### src/rtl/sfx_creg_pkg.sv
package sfx_creg_pkg;
  typedef logic [31:0] word_t;

  // Register indices whose position the side effects depend on
  localparam int unsigned K_TBL_IDX  = 2;
  localparam int unsigned K_TBL_WORD = 3;
  localparam int unsigned K_RB_PTR   = 4;
  localparam int unsigned K_RB_WORD  = 5;
  localparam int unsigned K_MW_LO    = 6;
  localparam int unsigned K_MW_HI    = 7;   // must be K_MW_LO + 1
  localparam int unsigned K_MW_WORD  = 8;
  localparam int unsigned K_MIN_REGS = 9;

  localparam logic [63:0] MW_STEP = 64'd4;
endpackage

### src/rtl/sfx_creg_jtab.sv
module sfx_creg_jtab #(
  parameter int DEPTH = 32,
  localparam int JW = $clog2(DEPTH)
) (
  input  logic          clk,
  input  logic          rst_n,
  input  logic          wr_req,
  input  logic [31:0]   wr_index,
  input  logic [31:0]   wr_word,
  input  logic [JW-1:0] rd_index,
  output logic [31:0]   rd_word,
  output logic          hit,
  output logic          err
);
  logic [31:0] mem [DEPTH];

  assign hit     = wr_index < 32'(DEPTH);
  assign rd_word = mem[rd_index];

  always_ff @(posedge clk) begin
    if (wr_req && hit) mem[wr_index[JW-1:0]] <= wr_word;
  end

  always_ff @(posedge clk or negedge rst_n) begin
    if (!rst_n)               err <= 1'b0;
    else if (wr_req && !hit)  err <= 1'b1;
  end

  assert_err_sticky_R4: assert property (@(posedge clk) disable iff (!rst_n)
    err |=> err);
  assert_err_raise_R4: assert property (@(posedge clk) disable iff (!rst_n)
    (wr_req && !hit) |=> err);
endmodule

### src/rtl/sfx_creg_req.sv
module sfx_creg_req #(
  parameter int W = 48
) (
  input  logic         clk,
  input  logic         rst_n,
  input  logic         load,
  input  logic [W-1:0] load_payload,
  output logic         valid,
  input  logic         ready,
  output logic [W-1:0] payload
);
  always_ff @(posedge clk or negedge rst_n) begin
    if (!rst_n) begin
      valid   <= 1'b0;
      payload <= '0;
    end else if (load) begin
      valid   <= 1'b1;
      payload <= load_payload;
    end else if (valid && ready) begin
      valid   <= 1'b0;
    end
  end

  assert_hold_R9: assert property (@(posedge clk) disable iff (!rst_n)
    (valid && !ready) |=> (valid && $stable(payload)));
  assert_drop_R9: assert property (@(posedge clk) disable iff (!rst_n)
    (valid && ready && !load) |=> !valid);
  assert_no_overrun_R9: assert property (@(posedge clk) disable iff (!rst_n)
    load |-> !valid);
endmodule

### src/rtl/sfx_creg_file.sv
module sfx_creg_file
  import sfx_creg_pkg::*;
#(
  parameter int NREG     = 16,
  parameter int JT_DEPTH = 32,
  parameter int GPU_AW   = 16,
  localparam int IW = $clog2(NREG),
  localparam int JW = $clog2(JT_DEPTH)
) (
  input  logic              clk,
  input  logic              rst_n,
  input  logic              wr_en,
  input  logic [IW-1:0]     wr_idx,
  input  logic [31:0]       wr_data,
  output logic              wr_stall,
  input  logic [IW-1:0]     rd_idx,
  output logic [31:0]       rd_data,
  output logic [NREG-1:0]   written,
  input  logic [JW-1:0]     jt_rd_idx,
  output logic [31:0]       jt_rd_data,
  output logic              jt_err,
  output logic              gpu_valid,
  input  logic              gpu_ready,
  output logic [GPU_AW-1:0] gpu_addr,
  output logic [31:0]       gpu_data,
  output logic              mem_valid,
  input  logic              mem_ready,
  output logic [63:0]       mem_addr,
  output logic [31:0]       mem_data
);
  localparam int GW = GPU_AW + 32;
  localparam int MW = 64 + 32;

  word_t           regs     [NREG];
  word_t           regs_nxt [NREG];
  logic [NREG-1:0] wflag_nxt;

  logic acc, sel_tbl, sel_rb, sel_mw, jt_hit;
  word_t tbl_ptr, rb_ptr, rb_ptr_next;
  logic [63:0] mw_ptr, mw_ptr_next;
  logic [GW-1:0] gpu_pl;
  logic [MW-1:0] mem_pl;

  assign wr_stall = gpu_valid | mem_valid;
  assign acc      = wr_en && !wr_stall && (int'(wr_idx) < NREG);
  assign sel_tbl  = acc && (wr_idx == IW'(K_TBL_WORD));
  assign sel_rb   = acc && (wr_idx == IW'(K_RB_WORD));
  assign sel_mw   = acc && (wr_idx == IW'(K_MW_WORD));

  assign tbl_ptr     = regs[K_TBL_IDX];
  assign rb_ptr      = regs[K_RB_PTR];
  assign rb_ptr_next = {rb_ptr[31:GPU_AW], rb_ptr[GPU_AW-1:0] + GPU_AW'(1)};
  assign mw_ptr      = {regs[K_MW_HI], regs[K_MW_LO]};
  assign mw_ptr_next = mw_ptr + MW_STEP;

  always_comb begin
    regs_nxt  = regs;
    wflag_nxt = written;
    if (acc) begin
      regs_nxt[wr_idx]  = wr_data;
      wflag_nxt[wr_idx] = 1'b1;
    end
    if (sel_tbl && jt_hit) begin
      regs_nxt[K_TBL_IDX]  = tbl_ptr + 32'd1;
      wflag_nxt[K_TBL_IDX] = 1'b1;
    end
    if (sel_rb) begin
      regs_nxt[K_RB_PTR]  = rb_ptr_next;
      wflag_nxt[K_RB_PTR] = 1'b1;
    end
    if (sel_mw) begin
      regs_nxt[K_MW_LO]  = mw_ptr_next[31:0];
      regs_nxt[K_MW_HI]  = mw_ptr_next[63:32];
      wflag_nxt[K_MW_LO] = 1'b1;
      wflag_nxt[K_MW_HI] = 1'b1;
    end
  end

  for (genvar i = 0; i < NREG; i++) begin : g_reg
    always_ff @(posedge clk or negedge rst_n) begin
      if (!rst_n) begin
        regs[i]    <= '0;
        written[i] <= 1'b0;
      end else begin
        regs[i]    <= regs_nxt[i];
        written[i] <= wflag_nxt[i];
      end
    end
  end

  assign rd_data = regs[rd_idx];

  sfx_creg_jtab #(.DEPTH(JT_DEPTH)) u_jtab (
    .clk(clk), .rst_n(rst_n), .wr_req(sel_tbl), .wr_index(tbl_ptr),
    .wr_word(wr_data), .rd_index(jt_rd_idx), .rd_word(jt_rd_data),
    .hit(jt_hit), .err(jt_err)
  );

  sfx_creg_req #(.W(GW)) u_gpu_req (
    .clk(clk), .rst_n(rst_n), .load(sel_rb),
    .load_payload({rb_ptr[GPU_AW-1:0], wr_data}),
    .valid(gpu_valid), .ready(gpu_ready), .payload(gpu_pl)
  );
  assign gpu_addr = gpu_pl[GW-1:32];
  assign gpu_data = gpu_pl[31:0];

  sfx_creg_req #(.W(MW)) u_mem_req (
    .clk(clk), .rst_n(rst_n), .load(sel_mw),
    .load_payload({mw_ptr, wr_data}),
    .valid(mem_valid), .ready(mem_ready), .payload(mem_pl)
  );
  assign mem_addr = mem_pl[MW-1:32];
  assign mem_data = mem_pl[31:0];

  assert_tbl_step_R3: assert property (@(posedge clk) disable iff (!rst_n)
    (sel_tbl && jt_hit) |=> regs[K_TBL_IDX] == $past(regs[K_TBL_IDX]) + 32'd1);
  assert_tbl_hold_R4: assert property (@(posedge clk) disable iff (!rst_n)
    (sel_tbl && !jt_hit) |=> $stable(regs[K_TBL_IDX]));
  assert_flags_kept_R6: assert property (@(posedge clk) disable iff (!rst_n)
    sel_rb |=> regs[K_RB_PTR][31:GPU_AW] == $past(regs[K_RB_PTR][31:GPU_AW]));
  assert_gpu_issue_R5: assert property (@(posedge clk) disable iff (!rst_n)
    sel_rb |=> gpu_valid && gpu_data == $past(wr_data));
  assert_mw_carry_R8: assert property (@(posedge clk) disable iff (!rst_n)
    sel_mw |=> {regs[K_MW_HI], regs[K_MW_LO]} == $past({regs[K_MW_HI], regs[K_MW_LO]}) + MW_STEP);
  assert_stall_quiet_R9: assert property (@(posedge clk) disable iff (!rst_n)
    wr_stall |=> $stable(written));
  assert_written_R2: assert property (@(posedge clk) disable iff (!rst_n)
    acc |=> written[$past(wr_idx)]);

  initial begin
    assert (NREG >= int'(K_MIN_REGS)) else $error("NREG too small");
  end
endmodule

### config.mk
export PLATFORM = sky130hd
export DESIGN_NAME = sfx_creg_file
export DESIGN_NICKNAME = d
export VERILOG_FILES = /design/src/rtl/sfx_creg_pkg.sv /design/src/rtl/sfx_creg_jtab.sv /design/src/rtl/sfx_creg_req.sv /design/src/rtl/sfx_creg_file.sv
export SDC_FILE = /design/constraint.sdc
export NUM_CORES = 2
export LEC_CHECK = 0
export BUFFER_PORTS_ARGS = -buffer_cell sky130_fd_sc_hd__buf_2
export CORE_ASPECT_RATIO = 1.4
export CORE_MARGIN = 1.5
export CORE_UTILIZATION = 60
export CTS_BUF_LIST = sky130_fd_sc_hd__clkbuf_4
export DETAILED_ROUTE_END_ITERATION = 10
export PLACE_DENSITY = 0.9
export SYNTH_ARGS = -nofsm -noshare
export SYNTH_HDL_FRONTEND = slang
export SYNTH_SLANG_ARGS = --single-unit
### constraint.sdc
create_clock -name clk -period 8.2 [get_ports clk]
set_input_delay 0.41 -clock clk [delete_from_list [all_inputs] [get_ports clk]]
set_output_delay 0.41 -clock clk [all_outputs]
set_load 0.03 [all_outputs]
# --- Word level (Yosys, flattened, before mapping) ---
# Memory sizes are Yosys's and may differ from the RTL's.
# Cells that the tools add are included.
totals:
  out_inout_bits: 228
  input_bits: 50
  ff_bits: 675
  n_memories: 1
  elab_cells: 96
  ram_bits: 1024
op_classes:
  n_mux: 22
  n_lt_le_gt_ge: 6
  bitwise: 5
  n_eq_ne: 3
  add_sub_neg: 3
  reduce_logical: 18
mem_list:
  columns: ["memory", "depth", "word_bits", "rd", "rd_ports_with_merged_regs", "write_ports", "line", "text"]
  rows:
  - ["u_jtab.mem", 32, 32, 1, 0, 1, "sfx_creg_jtab.sv:15", "logic [31:0] mem [DEPTH];"]
ops:
  columns: ["cell", "n"]
  rows:
  - ["$bwmux 512", 1]
  - ["$mux 448", 1]
  - ["$bmux 32 s4", 1]
  - ["$demux 32 s4", 1]
  - ["$mux 32", 4]
  - ["$add 64x3->64 const B", 1]
  - ["$mux 64", 1]
  - ["$add 32x1->32 const B", 1]
  - ["$lt 32x6->1 const B", 1]
  - ["$add 16x1->16 const B", 1]
  - ["$mux 16", 1]
  - ["$or 16x16->16", 1]
  - ["$ge 5x5->1 const B", 2]
  - ["$logic_and 1x1->1", 10]
  - ["$not 4->5", 2]
  - ["$reduce_bool 2->1", 5]
  - ["$mux 1", 9]
  - ["$mux 8", 1]
  - ["$lt 4x5->1 const B", 1]
  - ["$lt 5x1->1 const B", 1]
  - ["$demux 1 s4", 1]
  - ["$eq 4x2->1 const B", 1]
  - ["$eq 4x3->1 const B", 1]
  - ["$eq 4x4->1 const B", 1]
  - ["other kinds (6)", 7]

# --- Depth between registers and ports, before layout ---
logic_depth:
  ltp_word: 8
  depth_mapped: 9
  depth_no_buf: 7

# --- Modules after synthesis ---
# From an unflattened synthesis, not the netlist that was laid out.
hier_totals:
  hier_cells: 4662
  hier_area_um2: 71718.8
modules_own_cells:
  columns: ["mod", "area_per_inst_um2", "cells_per_inst", "n_inst"]
  rows:
  - ["sfx_creg_jtab", 39984.6, 2247, 1]
  - ["sfx_creg_file", 26162.6, 2105, 1]
  - ["sfx_creg_req (u_mem_req)", 3714.8, 206, 1]
  - ["sfx_creg_req (u_gpu_req)", 1856.8, 104, 1]

# --- Worst setup path before layout ---
# No wires, ideal clock.
synth_timing:
  kind: "flip-flop to flip-flop"
  from: "register u_mem_req.valid"
  to: "memory u_jtab.mem[26][0], enable pin"
  t_arrival_ns: 4.130
  stages_incl_launch_ff: 7
  t_required_ns: 7.739
  path_slack_ns: 3.609
  path_cell_list: "dfrtp_1 nor3b_2 nand4_1 nor3_1 clkbuf_1 nand2_1 nor3_1"
synth_via:
  elab_chain_cells: 7
synth_rtl:
  columns: ["element", "line", "text"]
  rows:
  - ["start, declared", "sfx_creg_req.sv:8", "output logic valid,"]
  - ["start signal, assigned", "sfx_creg_req.sv:14", "valid <= 1'b0;"]
  - ["start signal, assigned", "sfx_creg_req.sv:17", "valid <= 1'b1;"]
  - ["start signal, assigned", "sfx_creg_req.sv:20", "valid <= 1'b0;"]
  - ["$or 1x1->1", "sfx_creg_file.sv:44", "assign wr_stall = gpu_valid | mem_valid;"]
  - ["$logic_not 1->1", "sfx_creg_file.sv:45", "assign acc = wr_en && !wr_stall && (int'(wr_idx) < NREG);"]
  - ["$logic_and 1x1->1", "sfx_creg_file.sv:45", null]
  - ["$logic_and 1x1->1", "sfx_creg_file.sv:46", "assign sel_tbl = acc && (wr_idx == IW'(K_TBL_WORD));"]
  - ["$logic_and 1x1->1", "sfx_creg_jtab.sv:21", "if (wr_req && hit) mem[wr_index[JW-1:0]] <= wr_word;"]
  - ["$mux 1", "sfx_creg_jtab.sv:21", null]
  - ["$mux 1 (implied by the code)", "sfx_creg_jtab.sv:21", null]
  - ["end, declared", "sfx_creg_jtab.sv:15", null]
# Every way passes these cells.

# --- Worst setup path after layout ---
layout_timing:
  from: "register regs (netlist bit tbl_ptr[19])"
  to: "memory u_jtab.mem[29][25], enable pin"
layout_via:
  elab_chain_cells: 4
layout_rtl:
  columns: ["element", "line", "text"]
  rows:
  - ["start, declared", "sfx_creg_file.sv:34", "word_t regs [NREG];"]
  - ["start signal, assigned by index", "sfx_creg_file.sv:85", "regs[i] <= regs_nxt[i];"]
  - ["$lt 32x6->1", "sfx_creg_jtab.sv:17", "assign hit = wr_index < 32'(DEPTH);"]
  - ["$logic_and 1x1->1", "sfx_creg_jtab.sv:21", null]
  - ["$mux 1", "sfx_creg_jtab.sv:21", null]
  - ["$mux 1 (implied by the code)", "sfx_creg_jtab.sv:21", null]
# Every way passes these cells.

==> summary.txt <==
Setup path
  – Arr. time, crit path: 6000 ps
  – Worst path top cell family by delay: simple AND/OR/NAND/NOR gates
  – Buf/Inv on CP: 1
  – CP Capture Type: flip-flop
  – Slowest-stage cell, CP: nor3_1
  – Crit path launch type: flip-flop
  – WS Path Type: flip-flop to flip-flop
  – Largest stage delay, worst path: roughly 1100 ps
  – Worst Path Max Fanout: 21
  – CP cell instances: nor4_1 -> nand4_1 -> nor3_1 -> nand2_1 -> nor2_4 -> buf_4
  – CP required: 9070 ps

CTS
  – Worst-case clock buffer depth: 4
  – Depth of the CTS H-tree: 5
  – Skew-Pair Late Insertion Delay: 1260 ps
  – Total CTS buffers: just under 400
  – Clk slew on worst S/H paths: ~80 ps
  – CTS root buffer: clkbuf_4
  – Sink Count: ~1600
  – CTS tree: yes

Floorplanning
  – Placeable Area: 112900 µm²
  – Die area: 115500 µm²
  – Io pins: 278
  – Row Count: ~150
  – Die H: 401.5 µm
  – Die X: 287.6 µm
  – Initial Util: 0.6029

Global route
  – Total track usage: 0.3245
  – First-pass GRT wire length: 272400 µm
  – Initial antenna violation count: 8
  – Gr ovfl total: 0
  – Largest net degree at the start of global routing: roughly 180
  – Vias in the first global route: 42870

Finish
  – Final Util: 0.6721
  – Fill count: 7042
  – Area Overhead vs Synth: 11.49%
  – Post-route cell area: 75880 µm²
  – Final nets: 4470
  – Final Non-Filler Cells: 6169
  – Layout cells sized above 1: 0.3857

Routing
  – Routed met2 length: 92490 µm
  – Number of antenna-violating nets in the routed design: 0
  – Initial DRT Pass Iterations: 6
  – Via count: 41360
  – DRC: 0
  – Routed len/inst: around 30 µm
  – M1 WL: approximately 60000 µm
  – Avg Vias per Cell: between 6 and 7
  – Final wirelength: approximately 180000 µm
  – Max Used Layer: met5
  – DR WL met3: just under 20000 µm
  – DRT iter0 DRCs: 5990

Place
  – Routability cong.: 0.9254
  – Placed cell areas: between 70000 and 80000 µm²
  – Final HPWL DP: 108300 µm
  – Pre-CTS setup slack: approximately 3500 ps
  – Cells after DPL: 5450
  – PortBufs: 277

Power and ir drop
  – Clk pwr share: 0.322
  – Internal: 13.89 mW
  – Switching pwr: 5.570 mW
  – Max rail drop VDD: 225.6 µV
  – Seq pwr share: 0.527
  – Overall power: roughly 20 mW
  – Leak pwr: 28.64 nW
  – Combinational power share: 0.151
  – Sw Ratio: 0.2862
  – Power Dens Cells: between 200 and 300 nW/µm²

Logic synthesis
  – Async set or reset register ratio after synthesis: 0.3737
  – Netlist cell types: 68
  – YS warnings: 0
  – Flops & latches, synth: 1635
  – Syn Area/Cell: 17.26 µm²
  – Post-synth EDFFs: 1024
  – Netlist Area Pre-Place: 68060 µm²
  – Gate Count Post-Synth: 3944
  – Syn_nets: 4000
  – Register area share after synthesis: 0.6765
  – Prevailing post-synth register cell: edfxtp_1

STA
  – Hold Slack: approximately 350 ps
  – F_max: 194.7 MHz
  – Fin crit period: 5136 ps
  – Worst Slack Setup Final: 3064 ps
  – Worst-Margin Slew: 1303 ps
  – Period utilization: 0.6263
  – Hold Vio Cnt, Final: 0
  – RSZ-0062 raised after global routing: false
  – Max-slew violations: 0
  – Final setup fails: 0
  – Fin Setup TNS: 0 ps
  – Worst Skew: roughly 70 ps
  – Slew Limit Headroom: 0.1246

Outcome
  – Status: completed

Run
  – Max Cap Violations: 0

Hold path
  – Hold Crit Class: input port to flip-flop
[logic make-up (layout without fill, tap and decap cells)]
kind of cell               Yosys count  in the layout  synth area share
and+or+nand+nor                    835            835           0.05491
buffers and inverters              338           1079           0.02340
xor gates and xnor gates             8              8          0.001030
DFF                               1635           1635            0.6765
other                                0              4                 0
muxes                              881            881            0.2186
adders and majority gates            6              6          0.001103
AOI/OAI and AO/OA                  241            241           0.02443
[cell type report]
class | instances | area (µm²) | share of cell area
flip-flops and latches | 1635 | 46040 | 0.6067
clock inverters | 112 | 466.7 | 0.006151
multi-input cells | 1971 | 20730 | 0.2731
repair buffers | 406 | 2615 | 0.03446
diodes | 4 | 10.01 | 0.0001319
clock buffers | 550 | 4129 | 0.05442
well taps | 1480 | 1852 | 0.02440
inverters | 11 | 41.29 | 0.0005442
[sequential cells by signal (all words and copies together), names as in the netlist]
register and count:
rb_ptr 32, u_gpu_req.valid 1, u_jtab.err 1, regs 382, written 16, u_mem_req.payload 65, mw_ptr 64, u_gpu_req.payload 17
u_mem_req.valid 1, tbl_ptr 32, u_jtab.mem 1024
[worst register-to-register path: stages, from the launching register on]
cell     delay (ps)
dfrtp_1         420
nor4_1         1010
nand4_1         310
nor3_1         1110
nand2_1         870
nor2_4          570
buf_4           480
[power by group through the flow]
stage | clock [mW] | combinational, mW | sequential, mW
final | 6.26 | 2.94 | 10.3
after global routing | 6.76 | 3.10 | 10.3
after CTS | 6.34 | 2.93 | 10.2
after detailed placement | 0 | 2.89 | 10.4
after global placement | 0 | 2.79 | 10.3
after floorplan | 0 | 1.91 | 10.3
[what timing repair did]
| action | 4_1_cts | 5_1_grt |
|---|---|---|
| buffers inserted | 0 | 0 |
| endpoints found under the setup margin | 0 | 0 |
| resized for setup | 0 | 0 |
| endpoints found under the hold margin | 1921 | 0 |
| hold buffers | 53 | 0 |
[layer usage]
metal	vias to the layer above	global-route usage
met5	-	0
met3	724	0.08358
met1	20940	0.3910
met4	8	0.1893
li1	16470	-
met2	3217	0.5300
[Yosys cell counts (all sizes together), types with 13 or more instances]
cell / number / area share
o211ai: 17 / 0.0019
nor3: 22 / 0.0016
a22oi: 49 / 0.0054
o311ai: 15 / 0.0019
a221o: 13 / 0.0019
nor4: 21 / 0.0027
nand4: 31 / 0.0028
edfxtp: 1024 / 0.45
clkbuf: 181 / 0.010
o21ai: 57 / 0.0042
nand2: 530 / 0.029
mux2i: 71 / 0.010
dfrtp: 611 / 0.22
nand3: 66 / 0.0052
and3: 18 / 0.0017
a21oi: 23 / 0.0017
mux4: 448 / 0.15
nor2: 79 / 0.0044
buf: 145 / 0.013
o21a: 35 / 0.0039
mux2: 362 / 0.060
[cells in the final DEF, fill, tap and decap left out, types with 5 or more instances in the layout]
master,Yosys,final
nand3_1,63,63
nor2_1,79,44
buf_4,66,72
nor4_1,17,17
mux2_2,362,362
or4_1,10,10
clkinv_2,0,13
a31oi_1,6,6
dfrtp_1,611,611
clkbuf_4,0,550
nand4_1,31,31
or3_1,10,10
o22ai_1,5,5
a22oi_1,49,49
a21oi_1,23,23
nor3_2,0,5
dlygate4sd3_1,0,52
or2_2,9,9
buf_12,0,5
a221o_1,13,13
nor3_1,22,17
inv_1,11,11
clkinv_1,0,91
o311ai_0,15,15
inv_2,0,6
nor2_4,0,32
and3_1,16,15
o21ai_0,56,56
xor2_1,6,6
o21a_1,35,35
edfxtp_1,1024,1024
buf_2,47,271
nand2_1,530,527
mux4_2,447,447
ha_1,6,6
nand2b_1,12,12
mux2i_1,71,71
o211ai_1,17,17
[worst paths after layout]
kind,slack [ps],cells past startpoint,endpoint,from
max in group asynchronous,6810,4,regs[478]$_DFFE_PN0P_,rst_n
min,350,4,regs[246]$_DFFE_PN0P_,wr_data[22]
min reg2reg,460,1,written[13]$_DFFE_PN0P_,written[13]$_DFFE_PN0P_
max,3060,6,u_jtab.mem[29][25]$_DFFE_PP_,tbl_ptr[19]$_DFFE_PN0P_
min in group asynchronous,380,4,regs[177]$_DFFE_PN0P_,rst_n
max reg2reg,3060,6,u_jtab.mem[29][25]$_DFFE_PP_,tbl_ptr[19]$_DFFE_PN0P_
(Power assumes the default switching activity.)
